### src/rtl/sysflag_pkg.sv
package sysflag_pkg;
    localparam logic [31:0] UNLOCK_KEY = 32'h0000_A05F;
    localparam logic [11:0] OFF_LOCK   = 12'h020;
    localparam logic [11:0] OFF_FSET   = 12'h030;
    localparam logic [11:0] OFF_FCLR   = 12'h034;
    localparam logic [11:0] OFF_NSET   = 12'h038;
    localparam logic [11:0] OFF_NCLR   = 12'h03C;
    localparam logic [11:0] OFF_RCTL   = 12'h040;
    localparam logic [11:0] OFF_TICK   = 12'h05C;

    typedef enum logic { LK_SHUT, LK_OPEN } lock_st_e;
    typedef enum logic { RQ_IDLE, RQ_FIRE } req_st_e;
endpackage

### src/rtl/sysflag_lock.sv
module sysflag_lock
    import sysflag_pkg::*;
#(
    parameter int KEY_W = 16
) (
    input  logic             clk,
    input  logic             rst_n,
    input  logic             wr,
    input  logic [31:0]      wdata,
    output logic [KEY_W-1:0] val,
    output logic             open
);
    lock_st_e         st, st_nx;
    logic [KEY_W-1:0] val_nx;

    always_comb begin
        st_nx  = st;
        val_nx = val;
        if (wr) begin
            if (wdata == UNLOCK_KEY) begin
                st_nx  = LK_OPEN;
                val_nx = UNLOCK_KEY[KEY_W-1:0];
            end else begin
                st_nx  = LK_SHUT;
                val_nx = {1'b0, wdata[KEY_W-2:0]};
            end
        end
    end

    always_ff @(posedge clk or negedge rst_n) begin
        if (!rst_n) begin
            st  <= LK_SHUT;
            val <= '0;
        end else begin
            st  <= st_nx;
            val <= val_nx;
        end
    end

    always_comb begin
        unique case (st)
            LK_OPEN: open = 1'b1;
            LK_SHUT: open = 1'b0;
            default: open = 1'b0;
        endcase
    end
endmodule

### src/rtl/sysflag_bits.sv
module sysflag_bits #(
    parameter int W = 32
) (
    input  logic         clk,
    input  logic         rst_n,
    input  logic         set_we,
    input  logic         clr_we,
    input  logic [W-1:0] d,
    output logic [W-1:0] q
);
    always_ff @(posedge clk or negedge rst_n) begin
        if (!rst_n)      q <= '0;
        else if (set_we) q <= q | d;
        else if (clr_we) q <= q & ~d;
    end
endmodule

### src/rtl/sysflag_tick.sv
module sysflag_tick #(
    parameter int CLK_HZ  = 250_000_000,
    parameter int TICK_HZ = 24_000_000,
    parameter int CNT_W   = 32
) (
    input  logic             clk,
    input  logic             rst_n,
    output logic [CNT_W-1:0] cnt
);
    localparam int ACC_W = $clog2(CLK_HZ + TICK_HZ) + 1;
    localparam logic [ACC_W-1:0] STEP = ACC_W'(TICK_HZ);
    localparam logic [ACC_W-1:0] WRAP = ACC_W'(CLK_HZ);

    logic [ACC_W-1:0] acc;
    logic [ACC_W-1:0] acc_sum;

    assign acc_sum = acc + STEP;

    always_ff @(posedge clk or negedge rst_n) begin
        if (!rst_n) begin
            acc <= '0;
            cnt <= '0;
        end else if (acc_sum >= WRAP) begin
            acc <= acc_sum - WRAP;
            cnt <= cnt + 1'b1;
        end else begin
            acc <= acc_sum;
        end
    end
endmodule

### src/rtl/sysflag_regs.sv
module sysflag_regs
    import sysflag_pkg::*;
#(
    parameter int FLAG_W  = 32,
    parameter int RCTL_W  = 8,
    parameter int KEY_W   = 16,
    parameter int CLK_HZ  = 250_000_000,
    parameter int TICK_HZ = 24_000_000
) (
    input  logic        clk,
    input  logic        por_n,
    input  logic        sys_rst_n,
    input  logic        wr_en,
    input  logic [11:0] addr,
    input  logic [31:0] wdata,
    output logic [31:0] rdata,
    output logic        rst_req
);
    localparam int WA = 10;

    logic              soft_n;
    logic [WA-1:0]     wa;
    logic              we_lock, we_fset, we_fclr, we_nset, we_nclr, we_rctl;
    logic [KEY_W-1:0]  lock_val;
    logic              lock_open;
    logic [FLAG_W-1:0] flags_q, nv_q;
    logic [RCTL_W-1:0] rctl_q;
    logic [31:0]       tick_q;
    logic              rctl_ok;
    req_st_e           rq_st, rq_nx;

    assign soft_n = por_n & sys_rst_n;
    assign wa     = addr[11:2];

    assign we_lock = wr_en && (wa == OFF_LOCK[11:2]);
    assign we_fset = wr_en && (wa == OFF_FSET[11:2]);
    assign we_fclr = wr_en && (wa == OFF_FCLR[11:2]);
    assign we_nset = wr_en && (wa == OFF_NSET[11:2]);
    assign we_nclr = wr_en && (wa == OFF_NCLR[11:2]);
    assign we_rctl = wr_en && (wa == OFF_RCTL[11:2]);
    assign rctl_ok = we_rctl && lock_open;

    sysflag_lock #(.KEY_W(KEY_W)) u_lock (
        .clk(clk), .rst_n(soft_n), .wr(we_lock), .wdata(wdata),
        .val(lock_val), .open(lock_open)
    );

    sysflag_bits #(.W(FLAG_W)) u_flags (
        .clk(clk), .rst_n(soft_n), .set_we(we_fset), .clr_we(we_fclr),
        .d(wdata[FLAG_W-1:0]), .q(flags_q)
    );

    sysflag_bits #(.W(FLAG_W)) u_nvflags (
        .clk(clk), .rst_n(por_n), .set_we(we_nset), .clr_we(we_nclr),
        .d(wdata[FLAG_W-1:0]), .q(nv_q)
    );

    sysflag_tick #(.CLK_HZ(CLK_HZ), .TICK_HZ(TICK_HZ), .CNT_W(32)) u_tick (
        .clk(clk), .rst_n(soft_n), .cnt(tick_q)
    );

    always_ff @(posedge clk or negedge soft_n) begin
        if (!soft_n)      rctl_q <= '0;
        else if (rctl_ok) rctl_q <= wdata[RCTL_W-1:0];
    end

    always_comb begin
        unique case (rq_st)
            RQ_IDLE: rq_nx = rctl_ok ? RQ_FIRE : RQ_IDLE;
            RQ_FIRE: rq_nx = rctl_ok ? RQ_FIRE : RQ_IDLE;
            default: rq_nx = RQ_IDLE;
        endcase
    end

    always_ff @(posedge clk or negedge soft_n) begin
        if (!soft_n) rq_st <= RQ_IDLE;
        else         rq_st <= rq_nx;
    end

    always_comb begin
        unique case (rq_st)
            RQ_FIRE: rst_req = 1'b1;
            RQ_IDLE: rst_req = 1'b0;
            default: rst_req = 1'b0;
        endcase
    end

    always_comb begin
        rdata = '0;
        unique case (wa)
            OFF_LOCK[11:2]: begin
                rdata[KEY_W-1:0] = lock_val;
                rdata[KEY_W]     = ~lock_open;
            end
            OFF_FSET[11:2]: rdata[FLAG_W-1:0] = flags_q;
            OFF_NSET[11:2]: rdata[FLAG_W-1:0] = nv_q;
            OFF_RCTL[11:2]: rdata[RCTL_W-1:0] = rctl_q;
            OFF_TICK[11:2]: rdata = tick_q;
            default:        rdata = '0;
        endcase
    end
endmodule

### config.mk
export PLATFORM = sky130hd
export DESIGN_NAME = sysflag_regs
export DESIGN_NICKNAME = d
export VERILOG_FILES = /design/src/rtl/sysflag_pkg.sv /design/src/rtl/sysflag_lock.sv /design/src/rtl/sysflag_bits.sv /design/src/rtl/sysflag_tick.sv /design/src/rtl/sysflag_regs.sv
export SDC_FILE = /design/constraint.sdc
export NUM_CORES = 1
export LEC_CHECK = 0
export ABC_AREA = 0
export CAP_MARGIN = 10
export CELL_PAD_IN_SITES_DETAIL_PLACEMENT = 0
export CELL_PAD_IN_SITES_GLOBAL_PLACEMENT = 1
export CORE_ASPECT_RATIO = 1.2
export CORE_MARGIN = 10
export CORE_UTILIZATION = 45
export CTS_CLUSTER_DIAMETER = 120
export CTS_CLUSTER_SIZE = 24
export DETAILED_ROUTE_END_ITERATION = 7
export DONT_BUFFER_PORTS = 1
export PLACE_DENSITY = 0.85
export SYNTH_ARGS = -nofsm -noshare
export SYNTH_HDL_FRONTEND = slang
export SYNTH_SLANG_ARGS = --single-unit
### constraint.sdc
create_clock -name clk -period 4.3 [get_ports clk]
set_input_delay 0.645 -clock clk [delete_from_list [all_inputs] [get_ports clk]]
set_output_delay 0.645 -clock clk [all_outputs]
set_load 0.01 [all_outputs]
* Yosys cells after proc, flatten, opt, wreduce, memory -nomap -nowiden
Index checks and enable logic that the tools add are counted.
Word-level totals: word-level logic and storage cells 51, memories 0, bits in writable memories 0, bits in latches 0, ROM bits 0, flip-flop bits (word level) 152, bits of input ports 48
Cells by class: multipliers 0, eq/ne operators 8, mux-type cells 13, bitwise logic cells 9, reductions and logical operators 9, add/sub/neg operators 3, order comparisons 1, shift-type cells 0, div/mod/pow operators 0
Operators by type and width (count):
- $mux W32 | 4
- $and A32 B32 Y32 | 2
- $or A32 B32 Y32 | 2
- $eq A10 B4 Y1 const B | 5
- $pmux W15 S3 | 1
- $pmux W8 S5 | 1
- $pmux W9 S4 | 1
- $add A32 B1 Y32 const B | 1
- $eq A32 B16 Y1 const B | 1
- $not A32 Y32 | 1
- $add A30 B25 Y30 const B | 1
- $ge A30 B28 Y1 const B | 1
- $mux W30 | 1
- $sub A30 B28 Y30 const B | 1
- $eq A10 B5 Y1 const B | 2
- $mux W16 | 1
- $logic_and A1 B1 Y1 | 7
- $pmux W1 S2 | 2
- $reduce_bool A2 Y1 | 2
- $not A1 Y1 | 3
- $mux W1 | 2
- $and A1 B1 Y1 | 1

* Longest topological paths before layout
depth after elaboration 4, depth in mapped cells 13

* Modules after synthesis
Synthesis repeated with hierarchy kept, for this count alone.
Unflattened totals: cell total of the unflattened synthesis 806, area total of the unflattened synthesis 8145.3 um2
Modules (own cells, without submodules):
- sysflag_tick | sequential area each 1376.3 um2, cells an instance 385, instances 1, area each 3613.5 um2
- sysflag_bits | sequential area each 800.8 um2, cells an instance 102, instances 2, area each 1249.9 um2
- sysflag_regs | sequential area each 225.2 um2, cells an instance 169, instances 1, area each 1337.5 um2
- sysflag_lock | sequential area each 400.4 um2, cells an instance 48, instances 1, area each 694.4 um2

* Least setup slack after synthesis
Ideal clock, no wire load.
path type input-to-output, from input addr[9], to output rdata[10], stages on the path 8, data arrival time 2564 ps, buffers on the path 1, setup slack 1091 ps, data required time 3655 ps, cells stage by stage or4_1 nor2_1 nand2_1 or2_2 nor3_1 clkbuf_1 a222oi_1 nand2_1
On the way: cells in the longest elaborated chain, start to end 2, elaborated cells between the ends (all ways) 5, classes of those cells eq/ne (4); mux (1)
Ends and longest elaborated chain:
- start, declared | RTL line sysflag_regs.sv:14 | input logic [11:0] addr,
- $eq A10 B5 Y1 / $eq A10 B4 Y1 (equally long branches) | RTL line sysflag_regs.sv:90 | unique case (wa)
- $pmux W9 S4 (*) | RTL line sysflag_regs.sv:90
- end, declared | RTL line sysflag_regs.sv:16 | output logic [31:0] rdata,
Mark *: on every way between the ends. The rest lies on a longest branch, timed or not.

* Worst setup path in the final report
from register u_tick.acc[9], to register u_tick.cnt[17]
On the way: cells in the longest elaborated chain, start to end 2
Ends and longest elaborated chain:
- start, declared | RTL line sysflag_tick.sv:14 | logic [ACC_W-1:0] acc;
- start signal, assigned | RTL line sysflag_tick.sv:24 | acc <= acc_sum - WRAP;
- start signal, assigned | RTL line sysflag_tick.sv:27 | acc <= acc_sum;
- $add A30 B25 Y30 | RTL line sysflag_tick.sv:17 | assign acc_sum = acc + STEP;
- $ge A30 B28 Y1 | RTL line sysflag_tick.sv:23 | end else if (acc_sum >= WRAP) begin
- end signal, assigned | RTL line sysflag_tick.sv:25 | cnt <= cnt + 1'b1;
- end, declared | RTL line sysflag_tick.sv:8 | output logic [CNT_W-1:0] cnt
Every way passes these cells. A chain may end at the register's enable or synchronous reset.

==> metrics.md <==
| Metric | Value |
|---|---|
| Worst-path cell chain | inv_1, ha_1, nand2b_1, a21oi_1, o21a_1, nand3_1, o2bb2ai_1, a311oi_2, and4b_1, nand3_1, xnor2_1 |
| Tmin final | ~3800 ps |
| Final weighted congestion in routability-driven placement | about 0.85 |
| Mapped Cells | about 730 |
| MaxCap Viol Count | 0 |
| Netlist cell types | 59 |
| Nets | around 780 |
| Core area | 16300 um^2 |
| Num CTS Buffers | 17 |
| Hold Crit Class | input pin to async pin |
| Share of layout cells above drive strength 1 | between 10 and 15% |
| Most common cell after layout, fill and taps aside | dfrtp_1 |
| Post-DRT Antenna Nets | 0 |
| Initial antenna violation count | 0 |
| Die Y | ~160 um |
| FMAX | 265 MHz |
| Post-DR wirelength/cell | roughly 21 um |
| GRT Total Usage | between 10% and 20% |
| Layout Skew | about 8.1 ps |
| Max-slew violations | 0 |
| Pre-Repair DR Iteration Count | 6 |
| # rows | 51 |
| Full die area | 22100 um^2 |
| Die Span X | 137 um |
| Sequential area share after synthesis | ~48% |
| Post-synth ARST share | 100% |
| P_leak | roughly 3.7 nW |
| Initial core utilization | a little under half |
| DRT iter0 DRCs | ~640 |
| Slowest-stage cell, CP | and4b_1 |
| Setup-failing EPs final | 0 |
| Via density | around 6.2 |
| WL final | about 20 mm |
| Pre-CTS setup slack | around 580 ps |
| #FFs+latches synth | 144 |
| Hold Violations, Final | 0 |
| P per Cell Area | 367 nW/um^2 |
| Area grow syn2layout | 11.8% |
| Setup Fix Bufs, Post-CTS | 0 |
| Crit Path Class | flip-flop to flip-flop |
| Setup WS post-layout | 532 ps |
| Setup TNS | 0 ps |
| Maximum VDD drop | roughly 340 uV |
| Status | finished, final reports clean |
| Overflow after GRT | 0 |
| First-pass GRT wire length | ~33 mm |
| Critical path peak fanout | 15 |
| Largest net degree at the start of global routing | 44 |
| YS warnings | 0 |
| Primary FF master, synth | dfrtp_1 |
| Cell area after synthesis | ~7400 um^2 |
| CP Capture Type | flip-flop |
| Sequential Area | between 3000 and 4000 um^2 |
| IO Port Bufs | 0 |
| Routed via count | 5907 |
| # fillers | between 1000 and 1500 |
| Clk_lat worst skew | approximately 430 ps |
| Max incr delay on CP | ~700 ps |
| Post-synth EDFFs | 0 |
| I/O pin count | 81 |
| TritonCTS clock tree | yes |
| Worst Tran Pin Value | 767 ps |
| Max_slew headroom | approximately 49% |
| Most frequent cells in the layout | dfrtp_1, nand2_1, a22o_1 |
| Number of diodes | 0 |
| Clock Sinks | 144 |
| Worst EP arrival | roughly 4100 ps |
| Final Cycle Share | between 80% and 90% |
| Most used cell, CP | nand3_1 |
| H-tree depth | 4 |
| Multi-input logic area | around 3600 um^2 |
| CTS root buf | clkbuf_16 |
| Final HPWL DP | approximately 14 mm |
| Clk slew on worst S/H paths | around 60 ps |
| CP required | about 4600 ps |
| Hold_ws | between 60 and 70 ps |
| Resize count post-CTS | 0 |
| DRC | 0 |
| CTS max path bufs | 2 |
| Mapped Nets | ~780 |
| RSZ-0062 raised after global routing | false |
| Vias in the first global route | between 6000 and 7000 |
| Critical Path Start Type | flip-flop |
| Avg Cell Area, Syn | between 10 and 15 um^2 |
==> cells by family after synthesis <==
family	after synthesis	share of synthesized area, %
compound gates	180	20.0
xor+xnor	62	7.29
fa+ha+maj	5	0.840
buf+inv	66	3.93
flops	144	48.4
mux	15	2.17
simple gates	257	17.4
==> where the power goes <==
| group | internal [mW] | switching, mW | leakage (nW) | total, mW |
|---|---|---|---|---|
| registers | 1.37 | 0.00770 | 1.95 | 1.38 |
| logic | 0.0185 | 0.0344 | 1.41 | 0.0529 |
| clock network | 1.05 | 0.584 | 0.314 | 1.63 |
==> critical path: cells and delay by family (launching register included) <==
kind            cells  cell delay (ps)
flops               1              450
xor+xnor            1              170
simple gates        4             1250
compound gates      4             1360
buf+inv             1              110
fa+ha+maj           1              280
==> worst paths after layout <==
check                              start        endpoint  slack [ps]  depth (start not counted)
max in group asynchronous          por_n  u_tick.acc[23]        3080                          2
min reg2reg                    flip-flop       flip-flop         500                          1
max                        u_tick.acc[9]  u_tick.cnt[17]         530                         11
min in group clk                wdata[3]   u_lock.val[3]         340                          1
min                                por_n       async pin          60                          1
max reg2reg                u_tick.acc[9]  u_tick.cnt[17]         530                         11
==> cells in the mapped netlist, types with 3 or more instances <==
master | number | share of area (%)
o31a_1 | 4 | 0.47
or4_1 | 3 | 0.30
ha_1 | 5 | 0.84
and2_1 | 5 | 0.42
nand2b_1 | 9 | 0.76
nor3_1 | 9 | 0.60
or2_2 | 3 | 0.25
xnor2_1 | 48 | 5.6
a211o_1 | 3 | 0.35
buf_2 | 3 | 0.20
and4b_1 | 3 | 0.40
dfrtp_1 | 144 | 48
nor2b_1 | 3 | 0.25
and4_1 | 8 | 0.94
buf_6 | 4 | 0.60
nand3_2 | 7 | 0.94
clkbuf_1 | 30 | 1.5
buf_4 | 3 | 0.30
a31oi_1 | 4 | 0.34
o21ai_1 | 4 | 0.27
o21a_1 | 4 | 0.40
o211ai_1 | 4 | 0.40
nand2_1 | 116 | 5.8
xor2_1 | 14 | 1.6
a22oi_1 | 9 | 0.91
a222oi_1 | 32 | 4.3
nor4_1 | 6 | 0.50
a22o_1 | 72 | 8.5
o21ai_0 | 12 | 0.81
a21oi_1 | 13 | 0.87
nand4_1 | 9 | 0.76
nor2_1 | 32 | 1.6
o22a_1 | 7 | 0.82
nand3_1 | 15 | 1.0
mux2i_1 | 6 | 0.81
mux2_2 | 9 | 1.4
and3_1 | 13 | 1.1
or3_1 | 3 | 0.25
nor4b_1 | 3 | 0.35
inv_1 | 26 | 1.3
==> stage by stage <==
stage	area [um^2]	utilization [%]	power, mW	std cells
global route	8330	51.2	3.15	947
detailed placement	7650	47.0	1.45	914
finish	8330	51.2	3.06	947
global placement	7650	47.0	1.44	914
floorplan	7450	-	1.43	729
CTS	8330	51.2	3.08	947
==> layout make-up <==
cell class,instances,area share (%)
inverters,26,1.17
repair buffers,14,1.56
multi-input cells,519,43.0
well taps,212,3.19
flip-flops and latches,144,43.3
clock buffers,19,5.32
clock inverters,13,2.52
==> per-layer routing <==
metal | vias up | global-route usage (%) | share of wire, %
li1 | 2676 | - | -
met1 | 3018 | 21.5 | 40
met2 | 186 | 32.1 | 52
met3 | 27 | 5.40 | 5.9
met4 | 0 | 6.62 | 1.7
met5 | - | 0 | 0
==> repair_timing <==
action	CTS	global route
hold buffers	1	0
hold endpoints to repair	32	0
endpoints found under the setup margin	0	0
No activity file was read; power rests on OpenSTA's default activity.
